[src/rtl/ahbm_pkg.sv]
package ahbm_pkg;
  typedef enum logic [1:0] {
    TR_IDLE   = 2'b00,
    TR_BUSY   = 2'b01,
    TR_NONSEQ = 2'b10,
    TR_SEQ    = 2'b11
  } htrans_e;
endpackage

[src/rtl/ahbm_cmd_fifo.sv]
module ahbm_cmd_fifo #(
  parameter int WIDTH = 8,
  parameter int DEPTH = 4
) (
  input  logic             clk,
  input  logic             rst_n,
  input  logic             push,
  input  logic [WIDTH-1:0] din,
  input  logic             pop,
  output logic [WIDTH-1:0] dout,
  output logic             empty,
  output logic             full
);
  localparam int PW = (DEPTH > 1) ? $clog2(DEPTH) : 1;
  localparam int CW = $clog2(DEPTH + 1);

  logic [WIDTH-1:0] slots [DEPTH];
  logic [PW-1:0]    rd_ptr, wr_ptr;
  logic [CW-1:0]    fill;
  logic             do_push, do_pop;

  function automatic logic [PW-1:0] step(input logic [PW-1:0] p);
    return (p == PW'(DEPTH - 1)) ? '0 : p + 1'b1;
  endfunction

  assign empty   = (fill == '0);
  assign full    = (fill == CW'(DEPTH));
  assign do_push = push && !full;
  assign do_pop  = pop && !empty;
  assign dout    = slots[rd_ptr];

  always_ff @(posedge clk) begin
    if (do_push) slots[wr_ptr] <= din;
  end

  always_ff @(posedge clk) begin
    if (!rst_n) begin
      rd_ptr <= '0;
      wr_ptr <= '0;
      fill   <= '0;
    end else begin
      if (do_push) wr_ptr <= step(wr_ptr);
      if (do_pop)  rd_ptr <= step(rd_ptr);
      fill <= fill + CW'(do_push) - CW'(do_pop);
    end
  end
endmodule

[src/rtl/ahbm_dphase.sv]
module ahbm_dphase #(
  parameter int ADDR_W = 32,
  parameter int DATA_W = 32
) (
  input  logic              clk,
  input  logic              rst_n,
  input  logic              hready,
  input  logic              hresp,
  input  logic [DATA_W-1:0] hrdata,
  input  logic              issue,
  input  logic              a_write,
  input  logic [ADDR_W-1:0] a_addr,
  input  logic [DATA_W-1:0] a_wdata,
  output logic [ADDR_W-1:0] dp_addr,
  output logic [DATA_W-1:0] hwdata,
  output logic              rsp_valid,
  output logic              rsp_write,
  output logic              rsp_err,
  output logic [DATA_W-1:0] rsp_rdata,
  output logic              err_first,
  output logic              err_done
);
  logic              dp_valid;
  logic              dp_write;
  logic [DATA_W-1:0] dp_wdata;

  always_ff @(posedge clk) begin
    if (!rst_n) begin
      dp_valid <= 1'b0;
      dp_write <= 1'b0;
      dp_addr  <= '0;
      dp_wdata <= '0;
    end else if (hready) begin
      dp_valid <= issue;
      dp_write <= a_write;
      dp_addr  <= a_addr;
      dp_wdata <= a_wdata;
    end
  end

  assign hwdata    = dp_wdata;
  assign rsp_valid = dp_valid && hready;
  assign rsp_write = dp_write;
  assign rsp_err   = hresp;
  assign rsp_rdata = hrdata;
  assign err_first = dp_valid && !hready && hresp;
  assign err_done  = dp_valid && hready && hresp;
endmodule

[src/rtl/ahbm_err_ctl.sv]
module ahbm_err_ctl #(
  parameter int ADDR_W = 32
) (
  input  logic              clk,
  input  logic              rst_n,
  input  logic              hready,
  input  logic              abort_en,
  input  logic              err_first,
  input  logic              err_done,
  input  logic [ADDR_W-1:0] dp_addr,
  input  logic              err_clear,
  output logic              cancel,
  output logic              halt,
  output logic              err_flag,
  output logic [ADDR_W-1:0] err_addr
);
  always_ff @(posedge clk) begin
    if (!rst_n)                      cancel <= 1'b0;
    else if (hready)                 cancel <= 1'b0;
    else if (err_first && abort_en)  cancel <= 1'b1;
  end

  always_ff @(posedge clk) begin
    if (!rst_n)                  halt <= 1'b0;
    else if (err_done && cancel) halt <= 1'b1;
    else if (err_clear)          halt <= 1'b0;
  end

  always_ff @(posedge clk) begin
    if (!rst_n) begin
      err_flag <= 1'b0;
      err_addr <= '0;
    end else if (err_done) begin
      err_flag <= 1'b1;
      err_addr <= dp_addr;
    end else if (err_clear) begin
      err_flag <= 1'b0;
    end
  end
endmodule

[src/rtl/ahbm_err_mgr.sv]
module ahbm_err_mgr
  import ahbm_pkg::*;
#(
  parameter int ADDR_W = 32,
  parameter int DATA_W = 32,
  parameter int QDEPTH = 4
) (
  input  logic              clk,
  input  logic              rst_n,
  input  logic              cmd_valid,
  output logic              cmd_ready,
  input  logic              cmd_write,
  input  logic [ADDR_W-1:0] cmd_addr,
  input  logic [DATA_W-1:0] cmd_wdata,
  output logic              rsp_valid,
  output logic              rsp_write,
  output logic              rsp_err,
  output logic [DATA_W-1:0] rsp_rdata,
  input  logic              abort_en,
  input  logic              err_clear,
  output logic              err_flag,
  output logic [ADDR_W-1:0] err_addr,
  output logic [ADDR_W-1:0] haddr,
  output logic              hwrite,
  output logic [1:0]        htrans,
  output logic [DATA_W-1:0] hwdata,
  input  logic              hready,
  input  logic              hresp,
  input  logic [DATA_W-1:0] hrdata
);
  localparam int CMD_W = 1 + ADDR_W + DATA_W;

  logic [CMD_W-1:0]  q_din, q_head;
  logic              q_empty, q_full;
  logic              hd_write;
  logic [ADDR_W-1:0] hd_addr;
  logic [DATA_W-1:0] hd_wdata;
  logic              issue, pop;
  logic              halt, cancel;
  logic              err_first, err_done;
  logic [ADDR_W-1:0] dp_addr;

  assign q_din = {cmd_write, cmd_addr, cmd_wdata};

  ahbm_cmd_fifo #(.WIDTH(CMD_W), .DEPTH(QDEPTH)) u_queue (
    .clk  (clk),
    .rst_n(rst_n),
    .push (cmd_valid),
    .din  (q_din),
    .pop  (pop),
    .dout (q_head),
    .empty(q_empty),
    .full (q_full)
  );

  assign cmd_ready = !q_full;
  assign {hd_write, hd_addr, hd_wdata} = q_head;

  assign issue  = !q_empty && !halt && !cancel;
  assign pop    = issue && hready;
  assign htrans = issue ? TR_NONSEQ : TR_IDLE;
  assign haddr  = hd_addr;
  assign hwrite = hd_write;

  ahbm_dphase #(.ADDR_W(ADDR_W), .DATA_W(DATA_W)) u_dphase (
    .clk      (clk),
    .rst_n    (rst_n),
    .hready   (hready),
    .hresp    (hresp),
    .hrdata   (hrdata),
    .issue    (issue),
    .a_write  (hd_write),
    .a_addr   (hd_addr),
    .a_wdata  (hd_wdata),
    .dp_addr  (dp_addr),
    .hwdata   (hwdata),
    .rsp_valid(rsp_valid),
    .rsp_write(rsp_write),
    .rsp_err  (rsp_err),
    .rsp_rdata(rsp_rdata),
    .err_first(err_first),
    .err_done (err_done)
  );

  ahbm_err_ctl #(.ADDR_W(ADDR_W)) u_errctl (
    .clk      (clk),
    .rst_n    (rst_n),
    .hready   (hready),
    .abort_en (abort_en),
    .err_first(err_first),
    .err_done (err_done),
    .dp_addr  (dp_addr),
    .err_clear(err_clear),
    .cancel   (cancel),
    .halt     (halt),
    .err_flag (err_flag),
    .err_addr (err_addr)
  );
endmodule

[config.mk]
export PLATFORM = sky130hd
export DESIGN_NAME = ahbm_err_mgr
export DESIGN_NICKNAME = d
export VERILOG_FILES = /design/src/rtl/ahbm_pkg.sv /design/src/rtl/ahbm_cmd_fifo.sv /design/src/rtl/ahbm_dphase.sv /design/src/rtl/ahbm_err_ctl.sv /design/src/rtl/ahbm_err_mgr.sv
export SDC_FILE = /design/constraint.sdc
export NUM_CORES = 1
export LEC_CHECK = 0
export BUFFER_PORTS_ARGS = -buffer_cell sky130_fd_sc_hd__buf_2
export CAP_MARGIN = 15
export CORE_UTILIZATION = 30
export DETAILED_ROUTE_END_ITERATION = 8
export GPL_TIMING_DRIVEN = 1
export SYNTH_ARGS = -nofsm -noshare
export SYNTH_HDL_FRONTEND = slang
export SYNTH_SLANG_ARGS = --single-unit
[constraint.sdc]
create_clock -name clk -period 3.06 [get_ports clk]
set_input_delay 0.765 -clock clk [delete_from_list [all_inputs] [get_ports clk]]
set_output_delay 0.765 -clock clk [all_outputs]
set_load 0.05 [all_outputs]
# Word-level counts from Yosys, hierarchy flattened
# Memories as Yosys holds them, arrays and structs flattened. A register that Yosys moved wholly into a read port is not among the register bits.
# Index checks and enable logic that the tools add are counted.
[op_classes] n_eq_ne=3 n_shift=0 add_sub_neg=4 multipliers=0 mux=10 order_cmp=0 div_mod_pow=0 bitwise=1 n_reduce_logical=20
[op_table] operator="$logic_and A1 B1 Y1" count=11
[op_table] operator="$mux W2" count=5
[op_table] operator="$logic_not A1 Y1" count=5
[op_table] operator="$mux W1" count=5
[op_table] operator="$add A2 B1 Y2 const B" count=2
[op_table] operator="$eq A2 B2 Y1 const B" count=2
[op_table] operator="$reduce_bool A2 Y1" count=2
[op_table] operator="$add A3 B1 Y3" count=1
[op_table] operator="$eq A3 B3 Y1 const B" count=1
[op_table] operator="$logic_not A3 Y1" count=1
[op_table] operator="$sub A3 B1 Y3" count=1
[op_table] operator="$reduce_or A2 Y1" count=1
[op_table] operator="$not A1 Y1" count=1
[totals] elab_cells=50 latch_bits=0 output_inout_bits=136 n_memories=1 ff_bits=108 in_bits=104 mem_bits_ro=0 ram_bits=260
[memory_table] memory="u_queue.slots" words=4 word_bits=65 rd=1 rd_clocked_by_memory_dff=1 wr=1 line_no="ahbm_cmd_fifo.sv:17" source="logic [WIDTH-1:0] slots [DEPTH];"

# Depth between registers and ports, before layout
[logic_depth] depth_word=8 depth_mapped=9

# Cells and area by module
# From an unflattened synthesis, not the netlist that was laid out.
[hier_totals] hier_cells=761 area_unflattened_um2=14064.7
[by_module_without_submodules] module="ahbm_cmd_fifo" cells_per_inst=392 seq_area_each_um2=7987.7 instances=1 area_per_inst_um2=9909.5
[by_module_without_submodules] module="ahbm_dphase" cells_per_inst=250 seq_area_each_um2=1321.3 instances=1 area_per_inst_um2=2765.2
[by_module_without_submodules] module="ahbm_err_ctl" cells_per_inst=113 seq_area_each_um2=700.7 instances=1 area_per_inst_um2=1347.5
[by_module_without_submodules] module="ahbm_err_mgr" cells_per_inst=6 seq_area_each_um2=0.0 instances=1 area_per_inst_um2=42.5

# Worst setup path before layout
# No wires, ideal clock.
[synth_path] kind="register to register" startpoint="register u_queue.fill[1]" endpoint="memory u_queue.slots[0][0] in the netlist's numbering (enable)" setup_ns=0.430 setup_slack_ns=-0.066 path_stages_with_launch=4 arrival_time_ns=2.696 period_less_slack_ns=3.126 t_required_ns=2.630 cell_sequence="dfxtp_1 > or3b_1 > clkbuf_1 > and3_1"
[synth_between] elab_chain_len=5
[synth_lines] element="from (decl)" line_no="ahbm_cmd_fifo.sv:19" source="logic [CW-1:0] fill;"
[synth_lines] element="from (signal assigned)" line_no="ahbm_cmd_fifo.sv:44" source="fill <= fill + CW'(do_push) - CW'(do_pop);"
[synth_lines] element="$eq A3 B3 Y1" line_no="ahbm_cmd_fifo.sv:27" source="assign full = (fill == CW'(DEPTH));"
[synth_lines] element="$logic_not A1 Y1"
[synth_lines] element="net cmd_ready" line_no="ahbm_err_mgr.sv:11" source="output logic cmd_ready,"
[synth_lines] element="$logic_and A1 B1 Y1" line_no="ahbm_cmd_fifo.sv:28" source="assign do_push = push && !full;"
[synth_lines] element="$mux W1" line_no="ahbm_cmd_fifo.sv:33" source="if (do_push) slots[wr_ptr] <= din;"
[synth_lines] element="$mux W1 (not written as such)" line_no="ahbm_cmd_fifo.sv:33"
[synth_lines] element="to (decl)" line_no="ahbm_cmd_fifo.sv:17"
# The timed path passes the listed nets, and every way through them passes these cells.

==> impl_metrics.csv <==
group,metric,value,unit
status,status,"completed",
power_and_ir_drop,intPower,9.88,mW
timing,max_slew_margin,0.586,
placement,place_inst,1557,
power_and_ir_drop,power_density,854,nW/um^2
critical_path,critPathArrivalTime,2.12,ns
placement,dp_hpwl,18900,um
synthesis,async_flop_share,0,
floorplan,fp.dieH,219,um
critical_path,setup.worst_path.class,"reg2out",
timing,setup_viol,0,
power_and_ir_drop,pwr-share-seq,0.435,
synthesis,synth_top_family_by_area,"multiplexers",
timing,slew_viol_final,0,
cells_and_area,drive_gt1_frac,0.293,
placement,post_dp_cell_area,15300,um^2
clock_network,clockRootBuffer,"clkbuf_16",
floorplan,ioPinCount,240,
timing,final.min_clock_period,2.89,ns
clock_network,cts.reportedPaths.clkPinSlew,0.06,ns
floorplan,start_util,0.304,
synthesis,avgSynthCellArea,16.3,um^2
floorplan,dieArea,48100,um^2
synthesis,ys_seq_elements,370,
critical_path,cp_cell_sequence,"buf_4, mux4_1, buf_2",
critical_path,slowest_delay,0.65,ns
clock_network,clkLatencyLatePin,0.57,ns
timing,fmaxAchievable,0.346,GHz
timing,max_slew.worst_pin.slew,0.621,ns
drt,viasPerCell,4.57,
drt,drt_wl_total,31300,um
cells_and_area,final_cells,1637,
synthesis,synth_cells,867,
critical_path,worstReg2RegStart,"u_queue.fill[1]",
drt,drt_iter0_drc,377,
drt,antenna_left,0,
synthesis,synthSimpleGateAreaFrac,0.0624,
synthesis,synthMuxAreaShare,0.126,
power_and_ir_drop,ir_drop,0.000531,V
synthesis,syn_nets,979,
worst_hold_path,hold_path_class,"in2reg",
critical_path,worst-path-buf-inv,2,
clock_network,cts_buffers,42,
power_and_ir_drop,comb_power_share,0.224,
power_and_ir_drop,leakagePower,5.85,nW
critical_path,critPathCaptureType,"output pin",
timing,worst_clock_skew,0.0239,ns
synthesis,synth_cell_types,37,
floorplan,num_rows,79,
synthesis,yosysSeqAreaShare,0.707,
power_and_ir_drop,switchingPower,4.40,mW
floorplan,core-area,46600,um^2
critical_path,worstPathRequired,2.29,ns
clock_network,cts_buffer_depth,3,
critical_path,cpMaxStageDelayCell,"mux4_1",
synthesis,synth-edff-count,260,
cells_and_area,final_nets,1106,
critical_path,crit_family,"multiplexers",
global_route,grt_pass1_vias,7626,
cells_and_area,stdcell_area,16700,um^2
placement,io_buffers,174,
synthesis,syn_area,14200,um^2
drt,first_pass_iters,4,
synthesis,synth-compound-area-share,0.0390,
global_route,track_usage,0.132,
power_and_ir_drop,swShare,0.308,
timing,hold_viol_final,0,
synthesis,synth_ff_type,"edfxtp_1",
global_route,overflow,0,
timing,finalCritPeriodShare,0.944,
cells_and_area,syn_to_final_growth,18.0,%
timing,rsz0062_at_grt,"no",
timing,fin_tns_setup,0,ns
floorplan,die_w,219,um
drt,vias,7477,
drt,drc,0,
cells_and_area,final_core_util,0.359,
drt,routedWlPerCell,19.1,um
synthesis,synth_xor_area_frac,0.00124,
global_route,antenna_found_initial,10,
global_route,grt_pass1_wl,46800,um
global_route,grt_max_degree,73,
clock_network,holdBufCountCts,0,
worst_hold_path,hold_start,"cmd_wdata[14]",
critical_path,cp-start-kind,"flop",
synthesis,synthAdderAreaFrac,0.00760,
clock_network,cts-resized-gates,0,
run,maxCapViolCount,0,
clock_network,cts-htree-levels,2,
power_and_ir_drop,power_frac_clock,0.341,
synthesis,yosysWarnings,0,
clock_network,cts_tree,"done",
clock_network,postCtsSetupBuffers,0,
clock_network,clkSinkCount,370,
critical_path,worstPathMaxFanout,15,
placement,gp_congestion,0.705,
==> state kept, by name, indices dropped and copies added, names as in the netlist, named ones only <==
name                count
u_queue.slots         260
u_dphase.dp_addr       32
u_dphase.hwdata        32
u_errctl.err_addr      32
u_queue.fill            3
u_queue.rd_ptr          2
u_queue.wr_ptr          2
u_dphase.dp_valid       1
u_dphase.rsp_write      1
u_errctl.cancel         1
u_errctl.err_flag       1
u_errctl.halt           1
==> metal layers <==
layer  up-vias  routed length, um  GRT usage
met5         -                103          0
met2       190              15500      0.225
li1       3464                  -          -
met3        78               2410     0.0459
met4        16                767     0.0498
met1      3729              12600      0.151
==> power by group through the flow <==
| stage | Sequential (mW) | Combinational [mW] | Clock [mW] |
|---|---|---|---|
| finish | 6.21 | 3.20 | 4.87 |
| global route | 6.27 | 3.42 | 5.21 |
| CTS | 6.22 | 3.28 | 5.04 |
| detailed placement | 6.32 | 3.27 | 0 |
| global placement | 6.31 | 3.24 | 0 |
| floorplan | 6.59 | 2.45 | 0 |
==> cells in the mapped netlist (all sizes together), types with 5 or more instances <==
cell type / number / area (um^2)
mux2i: 102 / 1020
a21boi: 33 / 248
ha: 7 / 87.6
o221ai: 32 / 280
and3: 5 / 31.3
clkbuf: 23 / 86.3
and2: 5 / 31.3
inv: 6 / 22.5
buf: 93 / 693
edfxtp: 260 / 7810
mux4: 33 / 762
nor2b: 36 / 225
nand3b: 33 / 248
nand2: 70 / 263
dfxtp: 110 / 2200
==> metrics by stage <==
| stage | hold WS, ns | setup slack (ns) | power [mW] |
|---|---|---|---|
| floorplan | 0.440 | 0.404 | 9.04 |
| global placement | 0.446 | 0.544 | 9.55 |
| detailed placement | 0.455 | 0.528 | 9.59 |
| CTS | 0.364 | 0.0820 | 14.5 |
| global route | 0.382 | 0.0376 | 14.9 |
| finish | 0.409 | 0.172 | 14.3 |
==> cells in the final DEF (no fill, tap or decap), types with 7 or more instances in the layout <==
master and instances:
nand3b_1 33, buf_12 9, ha_1 7, mux2i_1 102
o221ai_1 32, nor2b_1 36, clkbuf_8 9, buf_2 172
nand2_1 70, mux4_2 28, clkbuf_16 43, buf_4 18
clkbuf_1 13, edfxtp_1 260, dfxtp_1 108, a21boi_0 33
==> final timing paths <==
check,endpoint,slack (ns),cells after the start
worst max-delay path,haddr[4],0.17,3
worst min-delay path,u_queue.slots[1][14],0.41,1
worst max register to register,u_queue.fill[2],0.76,9
worst min register to register,u_errctl.err_addr[22],0.46,2
==> cell type report <==
type	count	area, um^2
clock inverter	13	114
inverter	6	22.5
clock buffer	65	1250
fill	4427	29800
timing repair buffer	199	1180
multi-input combinational	375	3370
antenna	2	5.00
sequential	370	10000
tap	607	759
==> logic make-up (layout without fill, tap and decap cells) <==
kind of cell | Yosys count | in the layout
and+or+nand+nor | 160 | 160
adders and majority gates | 8 | 8
buffers and inverters | 122 | 283
AOI/OAI and AO/OA | 69 | 69
muxes | 135 | 135
DFF | 370 | 370
xor gates and xnor gates | 2 | 2
other | 1 | 3
==> worst reg2reg max path: cells and delay by family (launching register included) <==
kind / cells / cell delay (ns)
DFF: 1 / 0.34
xor gates and xnor gates: 2 / 0.31
buffers and inverters: 1 / 0.04
adders and majority gates: 3 / 0.89
and+or+nand+nor: 3 / 0.62
(Power assumes the default switching activity.)
